## src/rtl/fsi_pkg.sv

```systemverilog
package fsi_pkg;
  localparam int NFLAG   = 6;
  localparam int F_EOP   = 0;
  localparam int F_OPERR = 1;
  localparam int F_WPROT = 2;
  localparam int F_ALIGN = 3;
  localparam int F_WIDTH = 4;
  localparam int F_SEQ   = 5;

  localparam int C_EOPIE = 0;
  localparam int C_ERRIE = 1;

  localparam int ADDR_CTRL = 0;
  localparam int ADDR_STAT = 1;

  // flags whose clears are held off during an erroring burst
  localparam logic [NFLAG-1:0] LOCK_MASK = 6'b111110;
  // flags that feed the error interrupt term
  localparam logic [NFLAG-1:0] ERR_MASK  = 6'b111100;
endpackage

```

## src/rtl/fsi_fall_det.sv

```systemverilog
module fsi_fall_det (
  input  logic clk_i,
  input  logic rst_ni,
  input  logic sig_i,
  output logic fall_o
);
  logic sig_q;

  always_ff @(posedge clk_i or negedge rst_ni) begin
    if (!rst_ni) sig_q <= 1'b0;
    else         sig_q <= sig_i;
  end

  assign fall_o = sig_q & ~sig_i;
endmodule

```

## src/rtl/fsi_w1c_flag.sv

```systemverilog
module fsi_w1c_flag #(
  parameter bit LOCKABLE = 1'b0
) (
  input  logic clk_i,
  input  logic rst_ni,
  input  logic set_i,
  input  logic clr_i,
  input  logic lock_i,
  output logic q_o
);
  logic blocked;
  assign blocked = lock_i & LOCKABLE;

  always_ff @(posedge clk_i or negedge rst_ni) begin
    if (!rst_ni)                q_o <= 1'b0;
    else if (set_i)             q_o <= 1'b1;
    else if (clr_i && !blocked) q_o <= 1'b0;
  end

  AST_SET_WINS: assert property (@(posedge clk_i) disable iff (!rst_ni)
    set_i |=> q_o);
  AST_W1C_CLEARS: assert property (@(posedge clk_i) disable iff (!rst_ni)
    (clr_i && !blocked && !set_i) |=> !q_o);
endmodule

```

## src/rtl/fsi_clr_lock.sv

```systemverilog
module fsi_clr_lock (
  input  logic clk_i,
  input  logic rst_ni,
  input  logic burst_i,
  input  logic err_evt_i,
  output logic lock_o
);
  always_ff @(posedge clk_i or negedge rst_ni) begin
    if (!rst_ni)        lock_o <= 1'b0;
    else if (!burst_i)  lock_o <= 1'b0;
    else if (err_evt_i) lock_o <= 1'b1;
  end

  AST_LOCK_ON_ERR: assert property (@(posedge clk_i) disable iff (!rst_ni)
    (burst_i && err_evt_i) |=> lock_o);
  AST_LOCK_RELEASE: assert property (@(posedge clk_i) disable iff (!rst_ni)
    !burst_i |=> !lock_o);
endmodule

```

## src/rtl/fsi_irq_gen.sv

```systemverilog
module fsi_irq_gen
  import fsi_pkg::*;
(
  input  logic             clk_i,
  input  logic             rst_ni,
  input  logic [NFLAG-1:0] stat_i,
  input  logic             eop_ie_i,
  input  logic             err_ie_i,
  output logic             irq_o
);
  logic err_any;
  assign err_any = |(stat_i & ERR_MASK);

  always_ff @(posedge clk_i or negedge rst_ni) begin
    if (!rst_ni) irq_o <= 1'b0;
    else         irq_o <= (stat_i[F_EOP] & eop_ie_i) | (err_any & err_ie_i);
  end

  AST_IRQ_EOP: assert property (@(posedge clk_i) disable iff (!rst_ni)
    (stat_i[F_EOP] && eop_ie_i) |=> irq_o);
  AST_IRQ_QUIET: assert property (@(posedge clk_i) disable iff (!rst_ni)
    (!stat_i[F_EOP] && !err_any) |=> !irq_o);
endmodule

```

## src/rtl/fsi_status_irq.sv

```systemverilog
module fsi_status_irq
  import fsi_pkg::*;
#(
  parameter int N_CHK  = 3,
  parameter int ADDR_W = 2,
  parameter int DATA_W = 8
) (
  input  logic              clk_i,
  input  logic              rst_ni,
  input  logic              busy_i,
  input  logic [N_CHK-1:0]  err_align_i,
  input  logic [N_CHK-1:0]  err_width_i,
  input  logic [N_CHK-1:0]  err_seq_i,
  input  logic [N_CHK-1:0]  err_wprot_i,
  input  logic              burst_i,
  input  logic              reg_we_i,
  input  logic [ADDR_W-1:0] reg_addr_i,
  input  logic [DATA_W-1:0] reg_wdata_i,
  output logic [DATA_W-1:0] reg_rdata_o,
  output logic              irq_o
);
  localparam logic [ADDR_W-1:0] A_CTRL = ADDR_W'(ADDR_CTRL);
  localparam logic [ADDR_W-1:0] A_STAT = ADDR_W'(ADDR_STAT);

  logic             busy_fall;
  logic             err_evt;
  logic             lock_q;
  logic             eop_ie_q, err_ie_q;
  logic             ctrl_we, stat_we;
  logic [NFLAG-1:0] set_vec, clr_vec, stat_q;
  logic             unused_wdata;

  assign unused_wdata = ^reg_wdata_i[DATA_W-1:NFLAG];

  fsi_fall_det u_busy_fall (
    .clk_i  (clk_i),
    .rst_ni (rst_ni),
    .sig_i  (busy_i),
    .fall_o (busy_fall)
  );

  assign set_vec[F_EOP]   = busy_fall;
  assign set_vec[F_WPROT] = |err_wprot_i;
  assign set_vec[F_ALIGN] = |err_align_i;
  assign set_vec[F_WIDTH] = |err_width_i;
  assign set_vec[F_SEQ]   = |err_seq_i;
  assign err_evt          = |(set_vec & ERR_MASK);
  assign set_vec[F_OPERR] = err_evt & err_ie_q;

  assign ctrl_we = reg_we_i && (reg_addr_i == A_CTRL);
  assign stat_we = reg_we_i && (reg_addr_i == A_STAT);
  assign clr_vec = {NFLAG{stat_we}} & reg_wdata_i[NFLAG-1:0];

  always_ff @(posedge clk_i or negedge rst_ni) begin
    if (!rst_ni) begin
      eop_ie_q <= 1'b0;
      err_ie_q <= 1'b0;
    end else if (ctrl_we) begin
      eop_ie_q <= reg_wdata_i[C_EOPIE];
      err_ie_q <= reg_wdata_i[C_ERRIE];
    end
  end

  fsi_clr_lock u_lock (
    .clk_i     (clk_i),
    .rst_ni    (rst_ni),
    .burst_i   (burst_i),
    .err_evt_i (err_evt),
    .lock_o    (lock_q)
  );

  for (genvar g = 0; g < NFLAG; g++) begin : g_flag
    fsi_w1c_flag #(.LOCKABLE(LOCK_MASK[g])) u_flag (
      .clk_i  (clk_i),
      .rst_ni (rst_ni),
      .set_i  (set_vec[g]),
      .clr_i  (clr_vec[g]),
      .lock_i (lock_q),
      .q_o    (stat_q[g])
    );
  end

  fsi_irq_gen u_irq (
    .clk_i    (clk_i),
    .rst_ni   (rst_ni),
    .stat_i   (stat_q),
    .eop_ie_i (eop_ie_q),
    .err_ie_i (err_ie_q),
    .irq_o    (irq_o)
  );

  always_comb begin
    reg_rdata_o = '0;
    if (reg_addr_i == A_CTRL) begin
      reg_rdata_o[C_EOPIE] = eop_ie_q;
      reg_rdata_o[C_ERRIE] = err_ie_q;
    end else if (reg_addr_i == A_STAT) begin
      reg_rdata_o[NFLAG-1:0] = stat_q;
    end
  end

  AST_EOP_ON_FALL: assert property (@(posedge clk_i) disable iff (!rst_ni)
    busy_fall |=> stat_q[F_EOP]);
  AST_OPERR_GATED: assert property (@(posedge clk_i) disable iff (!rst_ni)
    (err_evt && err_ie_q) |=> stat_q[F_OPERR]);
  AST_LOCK_NO_CLEAR: assert property (@(posedge clk_i) disable iff (!rst_ni)
    lock_q |=> (($past(stat_q) & ~stat_q & LOCK_MASK) == '0));
  AST_CTRL_HOLD: assert property (@(posedge clk_i) disable iff (!rst_ni)
    !ctrl_we |=> ($stable(eop_ie_q) && $stable(err_ie_q)));
endmodule

```

## config.mk

```make
export PLATFORM = sky130hd
export DESIGN_NAME = fsi_status_irq
export DESIGN_NICKNAME = d
export VERILOG_FILES = /design/src/rtl/fsi_pkg.sv /design/src/rtl/fsi_fall_det.sv /design/src/rtl/fsi_w1c_flag.sv /design/src/rtl/fsi_clr_lock.sv /design/src/rtl/fsi_irq_gen.sv /design/src/rtl/fsi_status_irq.sv
export SDC_FILE = /design/constraint.sdc
export NUM_CORES = 1
export LEC_CHECK = 0
export BUFFER_PORTS_ARGS = -buffer_cell sky130_fd_sc_hd__buf_2
export CAP_MARGIN = 40
export CORE_MARGIN = 4
export CORE_UTILIZATION = 41
export DETAILED_ROUTE_END_ITERATION = 10
export GPL_TIMING_DRIVEN = 0
export PLACE_DENSITY = 0.77
export RECOVER_POWER = 25
export SLEW_MARGIN = 40
export SYNTH_ARGS = -nofsm -noshare
export SYNTH_HDL_FRONTEND = slang
export SYNTH_HIERARCHICAL = 1
export SYNTH_SLANG_ARGS = --single-unit
```

## constraint.sdc

```tcl
create_clock -name clk_i -period 1.2 [get_ports clk_i]
set_input_delay 0 -clock clk_i [delete_from_list [all_inputs] [get_ports clk_i]]
set_output_delay 0 -clock clk_i [all_outputs]
set_load 0.05 [all_outputs]
```

## Yosys cells after proc, flatten, opt, wreduce, memory -nomap -nowiden

Index checks and enable logic that the tools add are counted.

- Register bits: 11
- Memories: 0
- Output and inout port bits: 9
- Input port bits: 27
- Memory bits (read-only): 0
- Word-level logic and storage cells: 58
- Bits in writable memories: 0
- Bits in latches: 0

- Multipliers: 0
- Divide/modulo/power cells: 0
- Equal/unequal tests: 2
- Bitwise gates (word level): 7
- Multiplexer cells: 17
- Shift operators: 0
- Magnitude comparators: 0
- $add $sub $neg: 0
- Reductions and logical operators: 21

Operator list:

| cell | number |
|---|---|
| 1-bit two-way mux | 14 |
| 2-bit nonzero test | 6 |
| 12-bit OR reduction | 1 |
| 3-bit OR reduction | 4 |
| 1-bit logical AND | 7 |
| 6-bit bitwise AND | 1 |
| 6-bit two-way mux | 1 |
| 1-bit bitwise AND | 4 |
| 4-bit two-way mux | 1 |
| 4-bit OR reduction | 1 |
| 2-bit by 1-bit == test with 1-bit output (second input constant) | 1 |
| 2-bit zero test | 1 |
| 2-bit two-way mux | 1 |
| 2-bit by 1-bit inequality test with 1-bit output (second input constant) | 1 |
| 1-bit zero test | 1 |
| 1-bit NOT | 1 |
| 1-bit OR | 1 |

## Depth between registers and ports, before layout

Gate-level depths: netlist of the first run.

- Word-level depth: 6
- Depth in mapped cells: 4
- Mapped depth without buffers: 4

## Hierarchy

The synthesis of the first run kept the hierarchy.

By module, submodules not included:

| module | sequential area each (µm²) | times used | cells each | area each (µm²) |
|---|---|---|---|---|
| fsi_status_irq | 50.0 | 1 | 29 | 252.7 |
| fsi_w1c_flag (g_flag[1].u_flag ...) | 25.0 | 5 | 3 | 38.8 |
| fsi_irq_gen | 25.0 | 1 | 4 | 41.3 |
| fsi_fall_det | 25.0 | 1 | 2 | 38.8 |
| fsi_w1c_flag (g_flag[0].u_flag) | 25.0 | 1 | 3 | 36.3 |
| fsi_clr_lock | 25.0 | 1 | 2 | 32.5 |

## Worst setup path before layout of the first run

No wires, ideal clock.

- Kind: input to register
- Start point: in err_wprot_i[0]
- End point: reg u_lock.lock_o
- Slack: 0.004 ns
- Data required time: 1.081 ns
- Setup time: 0.119 ns
- Path buffers: 0
- Arrival: 1.077 ns
- Cell stages on the path: 3
- Path through: or3_4 -> or4_4 -> o21a_1

- Word-level cells in the longest chain between the ends: 2

RTL lines:

| item | RTL line | RTL |
|---|---|---|
| start, declared | fsi_status_irq.sv:14 | `input logic [N_CHK-1:0] err_wprot_i,` |
| 12-bit OR reduction | fsi_status_irq.sv:47 | `assign err_evt = \|(set_vec & ERR_MASK);` |
| via err_evt | fsi_status_irq.sv:26 | `logic err_evt;` |
| 2-bit by 1-bit inequality test with 1-bit output (no line) | n/a |  |
| end signal, assigned | fsi_clr_lock.sv:9 | `if (!rst_ni) lock_o <= 1'b0;` |
| end signal, assigned | fsi_clr_lock.sv:10 | `else if (!burst_i) lock_o <= 1'b0;` |
| end signal, assigned | fsi_clr_lock.sv:11 | `else if (err_evt_i) lock_o <= 1'b1;` |
| end, declared | fsi_clr_lock.sv:6 | `output logic lock_o` |

The timed path passes the listed nets, and every way through them passes these cells.
A chain may end at the register's enable or synchronous reset.

## Final worst setup path of the first run

- Start point: reg err_ie_q
- End point: out reg_rdata_o[1]

- Word-level cells in the longest chain between the ends: 1

RTL lines:

| item | RTL line | RTL |
|---|---|---|
| start, declared | fsi_status_irq.sv:28 | `logic eop_ie_q, err_ie_q;` |
| start signal, assigned | fsi_status_irq.sv:60 | `err_ie_q <= reg_wdata_i[C_ERRIE];` |
| 2-bit two-way mux | fsi_status_irq.sv:94 | `if (reg_addr_i == A_CTRL) begin` |
| end, declared | fsi_status_irq.sv:19 | `output logic [DATA_W-1:0] reg_rdata_o,` |

Every way passes these cells.

==> results of run 1 <==
## layer usage
layer | track usage (%) | share of wire [%] | wire (um) | up-vias
met1 | 16.5 | 38 | 541 | 259
met4 | 8.52 | 0.92 | 13 | 0
li1 | - | - | - | 273
met5 | 0 | 0 | 0 | -
met2 | 25.5 | 55 | 773 | 18
met3 | 1.17 | 5.9 | 83 | 2
## sequential cells by signal, indices dropped and copies added, names as in the netlist
register           count
g_flag.u_flag/q_o      6
u_irq/irq_o            1
u_busy_fall/sig_q      1
u_lock/lock_o          1
err_ie_q               1
eop_ie_q               1
## logic make-up (layout without fill, tap and decap cells)
group / after synthesis / in the layout / synth area share [%]
simple gates: 27 / 27 / 30.7
flops: 11 / 11 / 46.2
compound gates: 9 / 9 / 12.2
mux: 4 / 4 / 7.14
buf+inv: 3 / 43 / 3.15
other cells: 1 / 2 / 0.630
## worst max-delay path by stage
stage,to,startpoint,slack (ns)
after floorplan,u_lock/lock_o,err_wprot_i[0],0.004
after global placement,u_lock/lock_o,err_wprot_i[0],-0.11
after detailed placement,u_lock/lock_o,err_wprot_i[0],-0.13
after CTS,reg_rdata_o[1],err_ie_q,0.09
after global routing,reg_rdata_o[1],err_ie_q,0.01
final,reg_rdata_o[1],err_ie_q,0.09
## final cells by class
type	instances	area [sq um]
Fill cell	110	484
Multi-Input combinational cell	42	305
Sequential cell	11	275
Timing Repair Buffer	36	204
Clock buffer	3	22.5
Tap cell	15	18.8
Buffer	2	15.0
Clock inverter	1	5.00
Inverter	1	3.75
## power breakdown
part | switching, uW | internal (uW) | leakage, uW
Sequential | 19.9 | 399 | 0.000112
Combinational | 158 | 106 | 0.000278
Clock | 131 | 123 | 0.0000177
## critical path, stage by stage (launching register included)
cell     delay (ns)
dfrtp_1        0.40
mux2i_1        0.09
nor2_1         0.09
buf_2          0.27
## through the flow
| step | TNS, ns | worst slack (ns) | util [%] |
|---|---|---|---|
| finish | 0 | 0.0911 | 63.7 |
| global route | 0 | 0.0142 | 63.7 |
| CTS | 0 | 0.0943 | 63.8 |
| detailed placement | -0.150 | -0.125 | 58.0 |
| global placement | -0.114 | -0.114 | 58.0 |
| floorplan | 0 | 0.00439 | - |
## Yosys cell counts (2+ instances only)
cell type  number
a21o_1          6
or3_4           2
and3_1          6
nand2_1         2
mux2_2          2
and2_1          4
dfrtp_1        11
mux2i_1         2
or3_1           2
nand2b_1        5
buf_4           2
nor2_1          2
==> impl_metrics.py, run 1 <==
metrics = {
    "worst_hold_path": {
        "hold-path-cell-count": 3,
        "hold_end": "g_flag[2].u_flag/q_o",
        "min_from": "err_wprot_i[2]",
        "hp-class": "input port to flip-flop",
    },
    "setup_path": {
        "reg2reg_from": "g_flag[5].u_flag/q_o",
        "ff2ff_setup_slack_ns": 0.22,
        "crit_fanout": 4,
        "critPathKind": "flip-flop to output port",
        "arrival_ns": 1.11,
        "crit_path_end_kind": "output port",
        "r2r_end": "u_irq/irq_o",
        "reg2regPathDepth": 2,
        "worst_setup_path_start_kind": "flip-flop",
        "critical_path_required_ns": 1.20,
    },
    "flow_run": {
        "maxCapViolations": 0,
    },
    "place": {
        "place_inst": 102,
        "place_area_sq_um": 773,
        "gp_congestion": 0.694,
        "port_buffers": 31,
        "dp_hpwl_um": 1090,
    },
    "clocking": {
        "post_cts_buffers": 0,
        "cts_resized": 0,
        "cts.path.max_buffers": 2,
        "cts_root_buffer": "clkbuf_4",
        "cts_buffers": 3,
        "h-tree-depth": 1,
        "path_clk_slew_ns": 0.08,
        "cts.sinks": 11,
        "clk_latency_ns": 0.27,
        "hold_buffers": 5,
        "cts_tree": "built",
    },
    "final_layout": {
        "antenna_cells": 0,
        "nNetsFinal": 124,
        "fin_cells": 111,
        "syn2layout_area_growth_pct": 42.6,
        "drive_gt1_share_pct": 43.8,
        "final_cell_mix": "buf_2, dfrtp_1, and3_1, a21o_1",
        "finalInstanceArea_sq_um": 850,
        "final_common_cell": "buf_2",
    },
    "synth": {
        "avgSynthCellArea_sq_um": 10.8,
        "synthCells": 55,
        "synth_flop_cell": "dfrtp_1",
        "ys_ff_latch": 11,
        "yosysTopAreaCell": "dfrtp_1",
        "synth-edff-count": 0,
        "synthTopCellsByArea": "dfrtp_1, a21o_1, and3_1",
        "yosys_warnings": 6,
        "seq_area_frac_synth_pct": 46.2,
        "synthesis.area_sq_um": 596,
        "yosysTopAreaCellShare_pct": 46.2,
        "async_reset_ff_share_pct": 100,
        "synth_cell_types": 21,
    },
    "global_route": {
        "first_global_vias": 540,
        "grt_pass1_wl_um": 2170,
        "grt-ovfl-total": 0,
        "grt_use_total_pct": 14.4,
        "antenna_found_initial": 0,
        "grt_max_degree": 12,
    },
    "drt": {
        "drt_first_pass_iters": 4,
        "detail_route.wl_per_cell_um": 12.7,
        "drt_iter0_drc": 6,
        "wirelength_um": 1410,
        "ant_nets": 0,
        "drc": 0,
        "vias_per_cell": 4.97,
        "vias": 552,
    },
    "die": {
        "coreArea_sq_um": 1330,
        "fp.dieW_um": 46.1,
        "initial_core_util_pct": 44.7,
        "dieArea_sq_um": 2130,
        "die_h_um": 46.1,
        "num_rows": 13,
        "ios": 36,
    },
    "sta": {
        "fin_hold_ws_ns": 0.0369,
        "rsz0062_at_grt": "false",
        "post-route-period-util_pct": 92.4,
        "tightestPinTransition_ns": 0.612,
        "clock.fmax_mhz": 902,
        "final.min_clock_period_ns": 1.11,
        "drv_slew": 0,
        "hold_viol": 0,
        "slew-limit-headroom_pct": 59.2,
        "finalSetupViolCount": 0,
        "fin_skew_ns": 0.00445,
    },
    "pwr": {
        "total_power_uw": 937,
        "power.density_nw_per_um2": 1100,
        "leakage_uw": 0.000408,
        "vdd_drop_max_mv": 0.689,
    },
    "outcome": {
        "status": "completed",
    },
}
(Power assumes the default switching activity.)
==> run 2, diff against run 1 <==
CELL_PAD_IN_SITES_DETAIL_PLACEMENT = 2   (was unset)
CELL_PAD_IN_SITES_GLOBAL_PLACEMENT = 2   (was unset)
CORE_UTILIZATION = 23   (was 41)
PLACE_DENSITY = unset   (was 0.77)
PLACE_DENSITY_LB_ADDON = 0.1   (was unset)
==> run 2 against run 1 <==
- first-iteration DRC count shrank 67%
- combinational power grew 8.0%
- die area grew 63%
- clock power grew 2%
- flip-flop and latch count is the same
- worst hold slack is essentially flat
- critical path depth is the same
- routed wire length grew 20%
- final cell count grew 14%
- register-to-register slack lost 0.02 ns
- largest power group unchanged
- highest routed layer unchanged
==> impl_metrics.py, run 2 (synthesis results as in run 1) <==
metrics = {
    "final_layout": {
        "fin_cells": 127,
        "final_cell_mix": "buf_2, dfrtp_1, and3_1, a21o_1",
        "nNetsFinal": 125,
        "nFillCells": 298,
        "syn2layout_area_growth_pct": 47.7,
        "fin_util_pct": 35.5,
        "final_common_cell": "buf_2",
        "antenna_cells": 0,
        "largest_reg_flops": 6,
        "drive_gt1_share_pct": 44.3,
        "largest_register": "g_flag.u_flag/q_o",
    },
    "clocking": {
        "h-tree-depth": 1,
        "cts_root_buffer": "clkbuf_4",
        "cts.path.max_buffers": 2,
        "cts.sinks": 11,
        "clk_latency_ns": 0.27,
        "path_clk_slew_ns": 0.08,
        "cts_buffers": 3,
        "cts_tree": "built",
    },
    "setup_path": {
        "cpPeakStageDelay_ns": 0.38,
        "crit_path_end_kind": "output port",
        "ff2ff_setup_slack_ns": 0.20,
        "arrival_ns": 1.10,
        "r2r_end": "u_irq/irq_o",
        "critPathKind": "flip-flop to output port",
        "crit_fanout": 3,
        "reg2regPathDepth": 2,
        "critical_path_required_ns": 1.20,
        "slowest_stage": "dfrtp_1",
        "crit_chain": "mux2i_1 -> nor2_1 -> buf_2",
        "reg2reg_from": "g_flag[5].u_flag/q_o",
        "worst_setup_path_start_kind": "flip-flop",
    },
    "drt": {
        "drt_iter0_drc": 2,
        "ant_nets": 0,
        "detail_route.wl_per_cell_um": 13.4,
        "wirelength_um": 1700,
        "vias": 573,
        "drt_first_pass_iters": 4,
        "drc": 0,
        "vias_per_cell": 4.51,
    },
    "pwr": {
        "power.density_nw_per_um2": 1090,
        "leakage_uw": 0.000411,
        "vdd_drop_max_mv": 0.637,
    },
    "worst_hold_path": {
        "hp-class": "input port to flip-flop",
        "hold-path-cell-count": 3,
        "hold_end": "g_flag[3].u_flag/q_o",
        "min_from": "err_align_i[2]",
    },
    "global_route": {
        "antenna_found_initial": 0,
        "grt-ovfl-total": 0,
        "grt_max_degree": 12,
        "grt_pass1_wl_um": 2820,
        "grt_use_total_pct": 10.9,
        "first_global_vias": 641,
    },
    "sta": {
        "fin_skew_ns": 0.00884,
        "slew-limit-headroom_pct": 58.0,
        "drv_slew": 0,
        "hold_viol": 0,
        "finalSetupViolCount": 0,
        "final.min_clock_period_ns": 1.10,
        "fin_hold_ws_ns": 0.0365,
        "rsz0062_at_grt": "false",
        "clock.fmax_mhz": 909,
        "tightestPinTransition_ns": 0.630,
        "post-route-period-util_pct": 91.7,
    },
    "place": {
        "gp_congestion": 0.702,
        "dp_hpwl_um": 1320,
        "place_inst": 117,
        "port_buffers": 31,
    },
    "die": {
        "num_rows": 18,
        "coreArea_sq_um": 2480,
        "initial_core_util_pct": 24.0,
        "die_h_um": 58.9,
        "ios": 36,
        "fp.dieW_um": 58.9,
        "dieArea_sq_um": 3470,
    },
    "outcome": {
        "status": "completed",
    },
    "flow_run": {
        "maxCapViolations": 0,
    },
}
[run 2: cell types whose count changed in the layout (fill, tap and decap cells not counted)]
cell | before | now
buf_2 | 30 | 29
buf_4 | 2 | 3
clkbuf_1 | 1 | 2
clkbuf_4 | 3 | 4
clkinv_2 | 1 | 0
nor2b_1 | 1 | 0
nor2b_2 | 0 | 1
[run 2: worst max path at each step]
stage,startpoint,end
final,g_flag[0].u_flag/q_o,reg_rdata_o[0]
after global routing,g_flag[1].u_flag/q_o,reg_rdata_o[1]
after CTS,err_ie_q,reg_rdata_o[1]
after detailed placement,err_wprot_i[0],u_lock/lock_o
after global placement,err_width_i[0],u_lock/lock_o
after floorplan,err_wprot_i[0],u_lock/lock_o
[run 2: critical path, delay by kind of cell, from the launching register on]
family                 cells  cell delay [ns]
multiplexers               1             0.08
AND/OR/NAND/NOR            1             0.09
buffers and inverters      1             0.27
flip-flops                 1             0.38
[run 2: metrics by stage]
stage	setup TNS (ns)	power, uW	cell area [sq um]	worst slack [ns]
4_1_cts	0	959	868	0.0663
5_1_grt	0	1020	880	0.0254
3_3_place_gp	-0.237	682	792	-0.122
2_1_floorplan	0	592	599	0.00439
6_report	0	957	880	0.0999
3_5_place_dp	-0.329	686	792	-0.126
[run 2: power breakdown]
part	total [uW]	internal, uW	switching [uW]
Clock	258	129	130
Combinational	284	116	168
Sequential	415	399	15.6
[run 2: layout make-up]
type | instances | area [sq um] | share of cell area [%]
multi-input combinational | 42 | 308 | 35.0
buffer | 2 | 15.0 | 1.71
clock buffer | 4 | 26.3 | 2.99
sequential | 11 | 275 | 31.3
tap | 30 | 37.5 | 4.27
inverter | 1 | 3.75 | 0.427
timing repair buffer | 37 | 214 | 24.3
[run 2: timing repair]
action                                 CTS  global route
setup endpoints to repair                0             2
hold buffers                             5             0
endpoints found under the hold margin   15             0
setup buffers                            0             1
gates resized for setup                  0             2
[run 2: routing by layer]
layer / global-route usage, % / wire length [um] / part of all wire, % / up-vias
li1: - / - / - / 274
met1: 12.8 / 699 / 41 / 280
met3: 3.51 / 114 / 6.7 / 2
met4: 3.88 / 13 / 0.77 / 0
met5: 0 / 0 / 0 / -
met2: 18.6 / 868 / 51 / 17
